--- src/rtl/irqa_pkg.sv ---
package irqa_pkg;
  localparam int IRQ_MAX = 32;
  localparam int LVL_MAX = 7;
  localparam int TMR_MAX = 3;
  localparam int LVL_W   = 3;
  localparam int IDX_W   = 5;

  typedef logic [LVL_MAX-1:0][IRQ_MAX-1:0] lvl_masks_t;
  typedef logic [TMR_MAX-1:0][IDX_W-1:0]   tmr_map_t;

  function automatic logic [IRQ_MAX-1:0] line_valid(input int n);
    logic [IRQ_MAX-1:0] v;
    v = '0;
    for (int i = 0; i < IRQ_MAX; i++) begin
      if (i < n) v[i] = 1'b1;
    end
    return v;
  endfunction
endpackage

--- src/rtl/irqa_req_merge.sv ---
module irqa_req_merge import irqa_pkg::*; #(
  parameter int       NUM_TMR  = 3,
  parameter tmr_map_t TMR_LINE = {5'd2, 5'd1, 5'd0}
) (
  input  logic [IRQ_MAX-1:0] irq_in,
  input  logic [NUM_TMR-1:0] timer_match,
  output logic [IRQ_MAX-1:0] req_all
);
  logic [NUM_TMR-1:0][IRQ_MAX-1:0] tmr_hit;

  // each timer strobe becomes a one-hot request on its routed line
  for (genvar k = 0; k < NUM_TMR; k++) begin : g_tmr
    always_comb begin
      tmr_hit[k] = '0;
      tmr_hit[k][TMR_LINE[k]] = timer_match[k];
    end
  end

  always_comb begin
    req_all = irq_in;
    for (int k = 0; k < NUM_TMR; k++) req_all = req_all | tmr_hit[k];
  end
endmodule

--- src/rtl/irqa_pending.sv ---
module irqa_pending import irqa_pkg::*; #(
  parameter int                 NUM_IRQ   = 32,
  parameter logic [IRQ_MAX-1:0] EDGE_MASK = '0
) (
  input  logic               clk,
  input  logic               rst,
  input  logic [IRQ_MAX-1:0] req_all,
  input  logic [IRQ_MAX-1:0] clear_mask,
  output logic [IRQ_MAX-1:0] pend_q
);
  localparam logic [IRQ_MAX-1:0] VALID = line_valid(NUM_IRQ);

  logic [IRQ_MAX-1:0] pend_d;

  for (genvar i = 0; i < IRQ_MAX; i++) begin : g_line
    if (i >= NUM_IRQ) begin : g_absent
      assign pend_d[i] = 1'b0;
    end else if (EDGE_MASK[i]) begin : g_edge
      // latched: request wins over a same-cycle clear
      assign pend_d[i] = req_all[i] | (pend_q[i] & ~clear_mask[i]);
    end else begin : g_level
      assign pend_d[i] = req_all[i];
    end
  end

  always_ff @(posedge clk) begin
    if (rst) pend_q <= '0;
    else     pend_q <= pend_d & VALID;
  end
endmodule

--- src/rtl/irqa_prio.sv ---
module irqa_prio import irqa_pkg::*; #(
  parameter int         NUM_LVL  = 7,
  parameter lvl_masks_t LVL_MASK = '0
) (
  input  logic [IRQ_MAX-1:0] cand,
  input  logic [LVL_W-1:0]   cur_level,
  output logic [LVL_W-1:0]   win_level
);
  logic [NUM_LVL:1] hit;

  for (genvar k = 1; k <= NUM_LVL; k++) begin : g_lvl
    assign hit[k] = (|(cand & LVL_MASK[k-1])) && (LVL_W'(k) > cur_level);
  end

  // ascending scan: the last (highest) hit overrides lower ones
  always_comb begin
    win_level = '0;
    for (int k = 1; k <= NUM_LVL; k++) begin
      if (hit[k]) win_level = LVL_W'(k);
    end
  end
endmodule

--- src/rtl/irq_level_arbiter.sv ---
module irq_level_arbiter import irqa_pkg::*; #(
  parameter int                 NUM_IRQ   = 32,
  parameter int                 NUM_LVL   = 7,
  parameter int                 NUM_TMR   = 3,
  parameter lvl_masks_t         LVL_MASK  = {32'h8000_0000, 32'h7000_0000, 32'h0F00_0000,
                                             32'h00F0_0000, 32'h000F_0000, 32'h0000_FF00,
                                             32'h0000_00FF},
  parameter logic [IRQ_MAX-1:0] EDGE_MASK = 32'h00FF_0000,
  parameter tmr_map_t           TMR_LINE  = {5'd30, 5'd29, 5'd28}
) (
  input  logic               clk,
  input  logic               rst,
  input  logic [IRQ_MAX-1:0] irq_in,
  input  logic [NUM_TMR-1:0] timer_match,
  input  logic [IRQ_MAX-1:0] clear_mask,
  input  logic               enable_we,
  input  logic [IRQ_MAX-1:0] enable_wdata,
  input  logic [LVL_W-1:0]   cur_level,
  output logic               irq_req,
  output logic [LVL_W-1:0]   irq_level,
  output logic [IRQ_MAX-1:0] pending_out,
  output logic [IRQ_MAX-1:0] enable_out
);
  localparam logic [IRQ_MAX-1:0] VALID = line_valid(NUM_IRQ);

  logic [IRQ_MAX-1:0] req_all;
  logic [IRQ_MAX-1:0] pend_q;
  logic [IRQ_MAX-1:0] en_q;
  logic [LVL_W-1:0]   win_level;

  irqa_req_merge #(.NUM_TMR(NUM_TMR), .TMR_LINE(TMR_LINE)) u_merge (
    .irq_in(irq_in), .timer_match(timer_match), .req_all(req_all)
  );

  irqa_pending #(.NUM_IRQ(NUM_IRQ), .EDGE_MASK(EDGE_MASK)) u_pend (
    .clk(clk), .rst(rst), .req_all(req_all), .clear_mask(clear_mask), .pend_q(pend_q)
  );

  always_ff @(posedge clk) begin
    if (rst)            en_q <= '0;
    else if (enable_we) en_q <= enable_wdata & VALID;
  end

  irqa_prio #(.NUM_LVL(NUM_LVL), .LVL_MASK(LVL_MASK)) u_prio (
    .cand(pend_q & en_q), .cur_level(cur_level), .win_level(win_level)
  );

  always_ff @(posedge clk) begin
    if (rst) begin
      irq_level <= '0;
      irq_req   <= 1'b0;
    end else begin
      irq_level <= win_level;
      irq_req   <= (win_level != '0);
    end
  end

  assign pending_out = pend_q;
  assign enable_out  = en_q;
endmodule

--- config.mk ---
export PLATFORM = sky130hd
export DESIGN_NAME = irq_level_arbiter
export DESIGN_NICKNAME = d
export VERILOG_FILES = /design/src/rtl/irqa_pkg.sv /design/src/rtl/irqa_req_merge.sv /design/src/rtl/irqa_pending.sv /design/src/rtl/irqa_prio.sv /design/src/rtl/irq_level_arbiter.sv
export SDC_FILE = /design/constraint.sdc
export NUM_CORES = 1
export LEC_CHECK = 0
export CAP_MARGIN = 20
export CORE_MARGIN = 4
export CORE_UTILIZATION = 30
export DETAILED_ROUTE_END_ITERATION = 10
export PLACE_DENSITY = 0.84
export SLEW_MARGIN = 40
export SYNTH_ARGS = -nofsm -noshare
export SYNTH_HDL_FRONTEND = slang
export SYNTH_SLANG_ARGS = --single-unit
--- constraint.sdc ---
create_clock -name clk -period 3.83 [get_ports clk]
set_clock_uncertainty 0.15 [all_clocks]
set_input_delay 0.766 -clock clk [delete_from_list [all_inputs] [get_ports clk]]
set_output_delay 0.766 -clock clk [all_outputs]
set_load 0.01 [all_outputs]
==> results of run 1 <==
## logic make-up after synthesis
group                  count (synthesis)  share of synthesized area [%]
AO/OA/AOI/OAI                         34                          9.837
buffers and inverters                 20                          3.367
flip-flops                            68                          57.23
multiplexers                          32                          13.47
AND/OR/NAND/NOR                       82                          16.10
## per-stage QoR
stage | hold slack [ns] | setup slack, ns
6_report | 0.3706 | 1.656
5_1_grt | 0.4036 | 1.577
4_1_cts | 0.3793 | 1.621
3_5_place_dp | 0.3634 | 1.445
3_3_place_gp | 0.3425 | 1.498
2_1_floorplan | 0.3897 | 2.085
## flip-flops by register name, summed over array words and instances, names as in the netlist
signal,flops
enable_out,32
irq_level,3
irq_req,1
u_pend.pend_q,32
## power by group through the flow
stage / Combinational [W] / Sequential [W] / Clock, W
global placement: 0.000282 / 0.000794 / 0
detailed placement: 0.000288 / 0.000795 / 0
finish: 0.000285 / 0.000779 / 0.000539
floorplan: 0.0000792 / 0.000813 / 0
CTS: 0.000290 / 0.000779 / 0.000563
global route: 0.000305 / 0.000784 / 0.000588
## final cells by class
class,instances,share of cell area [%]
sequential,68,33.03
clock buffer,15,4.281
clock inverter,1,0.1214
tap,102,3.097
timing repair buffer,149,36.00
multi-input combinational,148,22.74
inverter,8,0.7286
## cells in the final DEF, fill, tap and decap left out
cell type and instances:
a21oi_2 1, clkbuf_8 12, inv_1 8, buf_4 3, a211o_1 1, o21ai_1 1, nor2b_1 21, or3_1 1
nand2_1 4, a222oi_1 1, and4_1 1, dfxtp_1 68, nand3_1 1, a41o_1 1, a221o_1 1, o21ai_2 1
nor4_1 1, a22oi_1 14, and2_1 2, a21oi_1 12, o31ai_1 1, clkinv_2 1, clkdlybuf4s50_1 146, mux2i_1 32
nor2_1 49, nand4_1 1, nand3b_1 1, clkbuf_1 3
## synthesized netlist by cell type
cell type / n
dfxtp_1: 68
nor2_1: 49
mux2i_1: 32
nor2b_1: 21
a22oi_1: 14
a21oi_1: 12
inv_1: 8
clkbuf_1: 7
buf_2: 4
nand2_1: 4
and2_1: 2
a211o_1: 1
a21oi_2: 1
a221o_1: 1
a222oi_1: 1
a41o_1: 1
and4_1: 1
buf_1: 1
nand3_1: 1
nand3b_1: 1
nand4_1: 1
nor4_1: 1
o21ai_1: 1
o21ai_2: 1
o31ai_1: 1
or3_1: 1
## per-layer routing
layer	track usage, %	up-vias
met2	26.27	91
met5	0	-
met1	15.85	1022
met4	6.479	0
li1	-	1089
met3	6.273	10
## worst register-to-register path: stages, from the launching register on
cell	delay, ns
dfxtp_1	0.32
a222oi_1	0.42
a21oi_1	0.12
o21ai_2	0.21
a41o_1	0.20
nand2_1	0.05
## path summary, 6_finish.rpt
| kind | startpoint | endpoint | slack, ns | depth (start not counted) |
|---|---|---|---|---|
| setup / recovery | enable_out[13] | enable_out[13] | 1.66 | 1 |
| hold / removal | u_pend.pend_q[20] | u_pend.pend_q[20] | 0.37 | 2 |
| setup reg to reg | u_pend.pend_q[28] | irq_req | 2.25 | 5 |
| hold reg to reg | u_pend.pend_q[20] | u_pend.pend_q[20] | 0.37 | 2 |
==> results.yml, run 1 <==
clocking:
  tritoncts: "done"
  insertion_delay_ns: 0.33
  cts_setup_buffers: 0
  clockRootBuffer: "clkbuf_8"
  htreeDepth: 3
  path_clk_slew_ns: 0.07
  cts_buffers: 9
  ctsLongestPathBuffers: 2
  post_cts_resized: 0
  hold_buffers: 0
  clock_sinks: 68
yosys:
  syn_nets: 341
  syn-cell-area_um2: 2379
  synthCells: 236
  ys_seq_area_share_pct: 57.23
  netlist.area_leader.share_pct: 57.23
  syn_area_per_cell_um2: 10.08
  synth_warnings: 0
  yosys_register_bits: 68
  synth_top_cell_by_area: "dfxtp_1"
  synth_area_leaders: "dfxtp_1 (57%), mux2i_1 (13%), nor2_1 (7.7%), nor2b_1 (5.5%), a22oi_1 (4.4%)"
  ys_types: 26
layout:
  regArea_um2: 1361
  multi_input_area_um2: 937.1
  final_layout_size_suffix_gt1_share_pct: 4.627
  final_cells: 491
  n_fill_cell: 684
  final_nets: 489
  antenna_cells: 0
  areaGrowthSynthToFinish_pct: 73.28
  final_cell_area_um2: 4121
  utilization_pct: 53.34
place:
  place_hpwl_um: 5398
  dp_cells: 475
  port_buffers: 148
  gp_congestion: 0.7645
  post_dp_cell_area_um2: 3938
global_route:
  grt_overflow_total: 0
  grt_first_pass_wirelength_um: 11270
  grt_pass1_vias: 2339
  antenna_found_initial: 0
  grtUsageTotal_pct: 15.06
  grt_max_degree: 45
power:
  fin_total_pwr_w: 0.001603
  powerDensity_nw_per_um2: 388.9
  ir_drop_v: 0.0002045
  intPower_w: 0.001221
  p_sw_w: 0.0003819
  p_sw_share_pct: 23.83
  power.leakage_nw: 1.678
  pwr-share-comb_pct: 17.8
  power_frac_clock_pct: 33.6
  p_seq_share_pct: 48.6
floorplan:
  die_x_um: 97.04
  fp.dieArea_um2: 9417
  start_util_pct: 30.78
  ioPinCount: 173
  die_h_um: 97.04
  core_area_um2: 7727
  rows: 32
routing:
  firstDrtPassIters: 4
  drt-wirelength-per-cell_um: 14.56
  maxUsedRoutingLayer: "met4"
  drtAntennaViolNets: 0
  drtIter0Drc: 52
  wirelength_um: 7149
  met3_length_um: 659
  wl_met2_um: 3559
  vias: 2212
  vias_per_cell: 4.505
  wirelength_met1_um: 2813
  drc_errors: 0
worst_setup_path:
  critPathKind: "reg -> out"
  crit_arrival_ns: 1.26
  critPathLaunchType: "register"
  critical-path-max-stage-delay_ns: 0.56
  path_buf_inv: 1
  crit_fanout: 3
  cp-end-kind: "output port"
  crit_chain: "clkdlybuf4s50_1"
  critPathSlowestCell: "clkdlybuf4s50_1"
  crit_family: "buffers and inverters"
  critical_path_required_ns: 2.91
timing:
  setup_viol: 0
  period_needed_ns: 2.174
  final_hold_viol_count: 0
  fin_crit_sh_pct: 56.76
  slew_headroom_pct: 60.31
  tns_ns: 0
  fmax_mhz: 460.0
  final_max_slew_viol_count: 0
  rsz0062_at_grt: "no"
  worst_pin_slew_ns: 0.5954
hold_path:
  hp-class: "reg -> reg"
run:
  cap_violations: 0
status:
  run_status: "finished, final reports clean"
No activity file was read; power rests on OpenSTA's default activity.
==> run 2: changes to the inputs <==
Settings changed: PLACE_DENSITY 0.84 to 0.86.
Clock period 3.83 ns to 1.85 ns, I/O delays scaled along.
==> results.yml, run 2 (synthesis gave the netlist of run 1 again) <==
layout:
  layout_common_cells: "clkdlybuf4s50_1 (144), dfxtp_1 (68), nor2_1 (49), mux2i_1 (32), nor2b_1 (21)"
  regArea_um2: 1361
  final_cells: 497
  n_fill_cell: 690
  final_nets: 495
  final_cell_area_um2: 4194
  final_layout_size_suffix_gt1_share_pct: 6.329
  areaGrowthSynthToFinish_pct: 76.33
  layout_commonest_cell: "clkdlybuf4s50_1"
  multi_input_area_um2: 937.1
  antenna_cells: 0
clocking:
  clockRootBuffer: "clkbuf_8"
  htreeDepth: 3
  tritoncts: "done"
  hold_buffers: 0
  insertion_delay_ns: 0.33
  ctsLongestPathBuffers: 2
  cts_setup_buffers: 0
  cts_buffers: 9
  path_clk_slew_ns: 0.08
  clock_sinks: 68
global_route:
  grt_overflow_total: 0
  grt_max_degree: 40
  grt_pass1_vias: 2356
  grtUsageTotal_pct: 14.73
  antenna_found_initial: 1
  grt_first_pass_wirelength_um: 11300
worst_setup_path:
  crit_family: "buffers and inverters"
  path_buf_inv: 1
  critical-path-max-stage-delay_ns: 0.56
  r2r_start: "enable_out[22]"
  crit_fanout: 3
  critPathSlowestCell: "clkdlybuf4s50_1"
  crit_chain: "clkdlybuf4s50_1"
  critPathKind: "reg -> out"
  cp-end-kind: "output port"
  critical_path_required_ns: 1.33
  crit_start: "enable_out[23]"
  critPathLaunchType: "register"
  crit_arrival_ns: 1.25
routing:
  vias_per_cell: 4.535
  wirelength_um: 7049
  drc_errors: 0
  firstDrtPassIters: 4
  vias: 2254
  drtIter0Drc: 73
  drtAntennaViolNets: 0
  drt-wirelength-per-cell_um: 14.18
power:
  powerDensity_nw_per_um2: 800.6
  fin_total_pwr_w: 0.003358
  ir_drop_v: 0.0004613
  power.leakage_nw: 1.745
timing:
  fin_crit_sh_pct: 95.90
  rsz0062_at_grt: "no"
  worst_pin_slew_ns: 0.3854
  slew_headroom_pct: 74.30
  setup_viol: 0
  final_max_slew_viol_count: 0
  final_hold_viol_count: 0
  fmax_mhz: 563.6
  worst_slack_ns: 0.07577
  hold-worst-slack_ns: 0.2878
  period_needed_ns: 1.774
floorplan:
  ioPinCount: 173
  die_x_um: 97.04
  rows: 32
  core_area_um2: 7727
  start_util_pct: 30.78
  fp.dieArea_um2: 9417
  die_h_um: 97.04
place:
  dp_cells: 481
  place_hpwl_um: 5565
  post_dp_cell_area_um2: 4005
  gp_congestion: 0.7634
  port_buffers: 148
  dp_slack_ns: -0.2263
status:
  run_status: "finished, final reports clean"
run:
  cap_violations: 0
hold_path:
  hp-start: "rst"
  hp-class: "in -> reg"
## run 2: cell count changes in the layout (fill, tap and decap cells not counted)
cell and delta:
clkbuf_8 -3, buf_12 +2, buf_2 +2, buf_4 +2, clkdlybuf4s50_1 -2, clkinv_2 +2, dlymetal6s2s_1 +2, bufinv_16 +1
clkbuf_1 -1, clkinvlp_4 +1
## run 2: worst paths after layout
path | endpoint | depth (start not counted) | slack (ns)
max | enable_out[23] | 1 | 0.08
min | u_pend.pend_q[22] | 2 | 0.29
max reg2reg | irq_req | 5 | 0.28
min reg2reg | u_pend.pend_q[20] | 2 | 0.37
## run 2: report_power, final
part	total [W]	switching (W)	internal [W]	leakage, nW
sequential	0.00161	0.0000571	0.00156	0.564
clock	0.00114	0.000525	0.000617	0.0931
combinational	0.000603	0.000216	0.000387	1.09
total	0.00336	0.000798	0.00256	1.75
## run 2: stage by stage
step	utilization [%]	TNS (ns)
after detailed placement	51.83	-0.4818
after global routing	54.27	0
after floorplan	-	0
after CTS	54.21	0
after global placement	51.83	-0.1000
final	54.27	0
## run 2: area by class of cell
cell class | instances | share of cell area, %
Inverter | 8 | 0.7160
Clock buffer | 11 | 3.132
Multi-Input combinational cell | 148 | 22.34
Clock inverter | 5 | 1.253
Tap cell | 102 | 3.043
Sequential cell | 68 | 32.46
Timing Repair Buffer | 155 | 37.05
## run 2: metal layers
layer | vias up | GRT usage, % | share of wire (%)
met2 | 98 | 24.95 | 50
met5 | - | 0 | 0.18
met1 | 1034 | 15.66 | 38
met4 | 2 | 6.156 | 2.1
met3 | 15 | 6.994 | 10
li1 | 1105 | - | -
## run 2: what timing repair did
action | 4_1_cts | 5_1_grt
endpoints found under the hold margin | 0 | 0
setup endpoints to repair | 0 | 2
resized for setup | 0 | 2
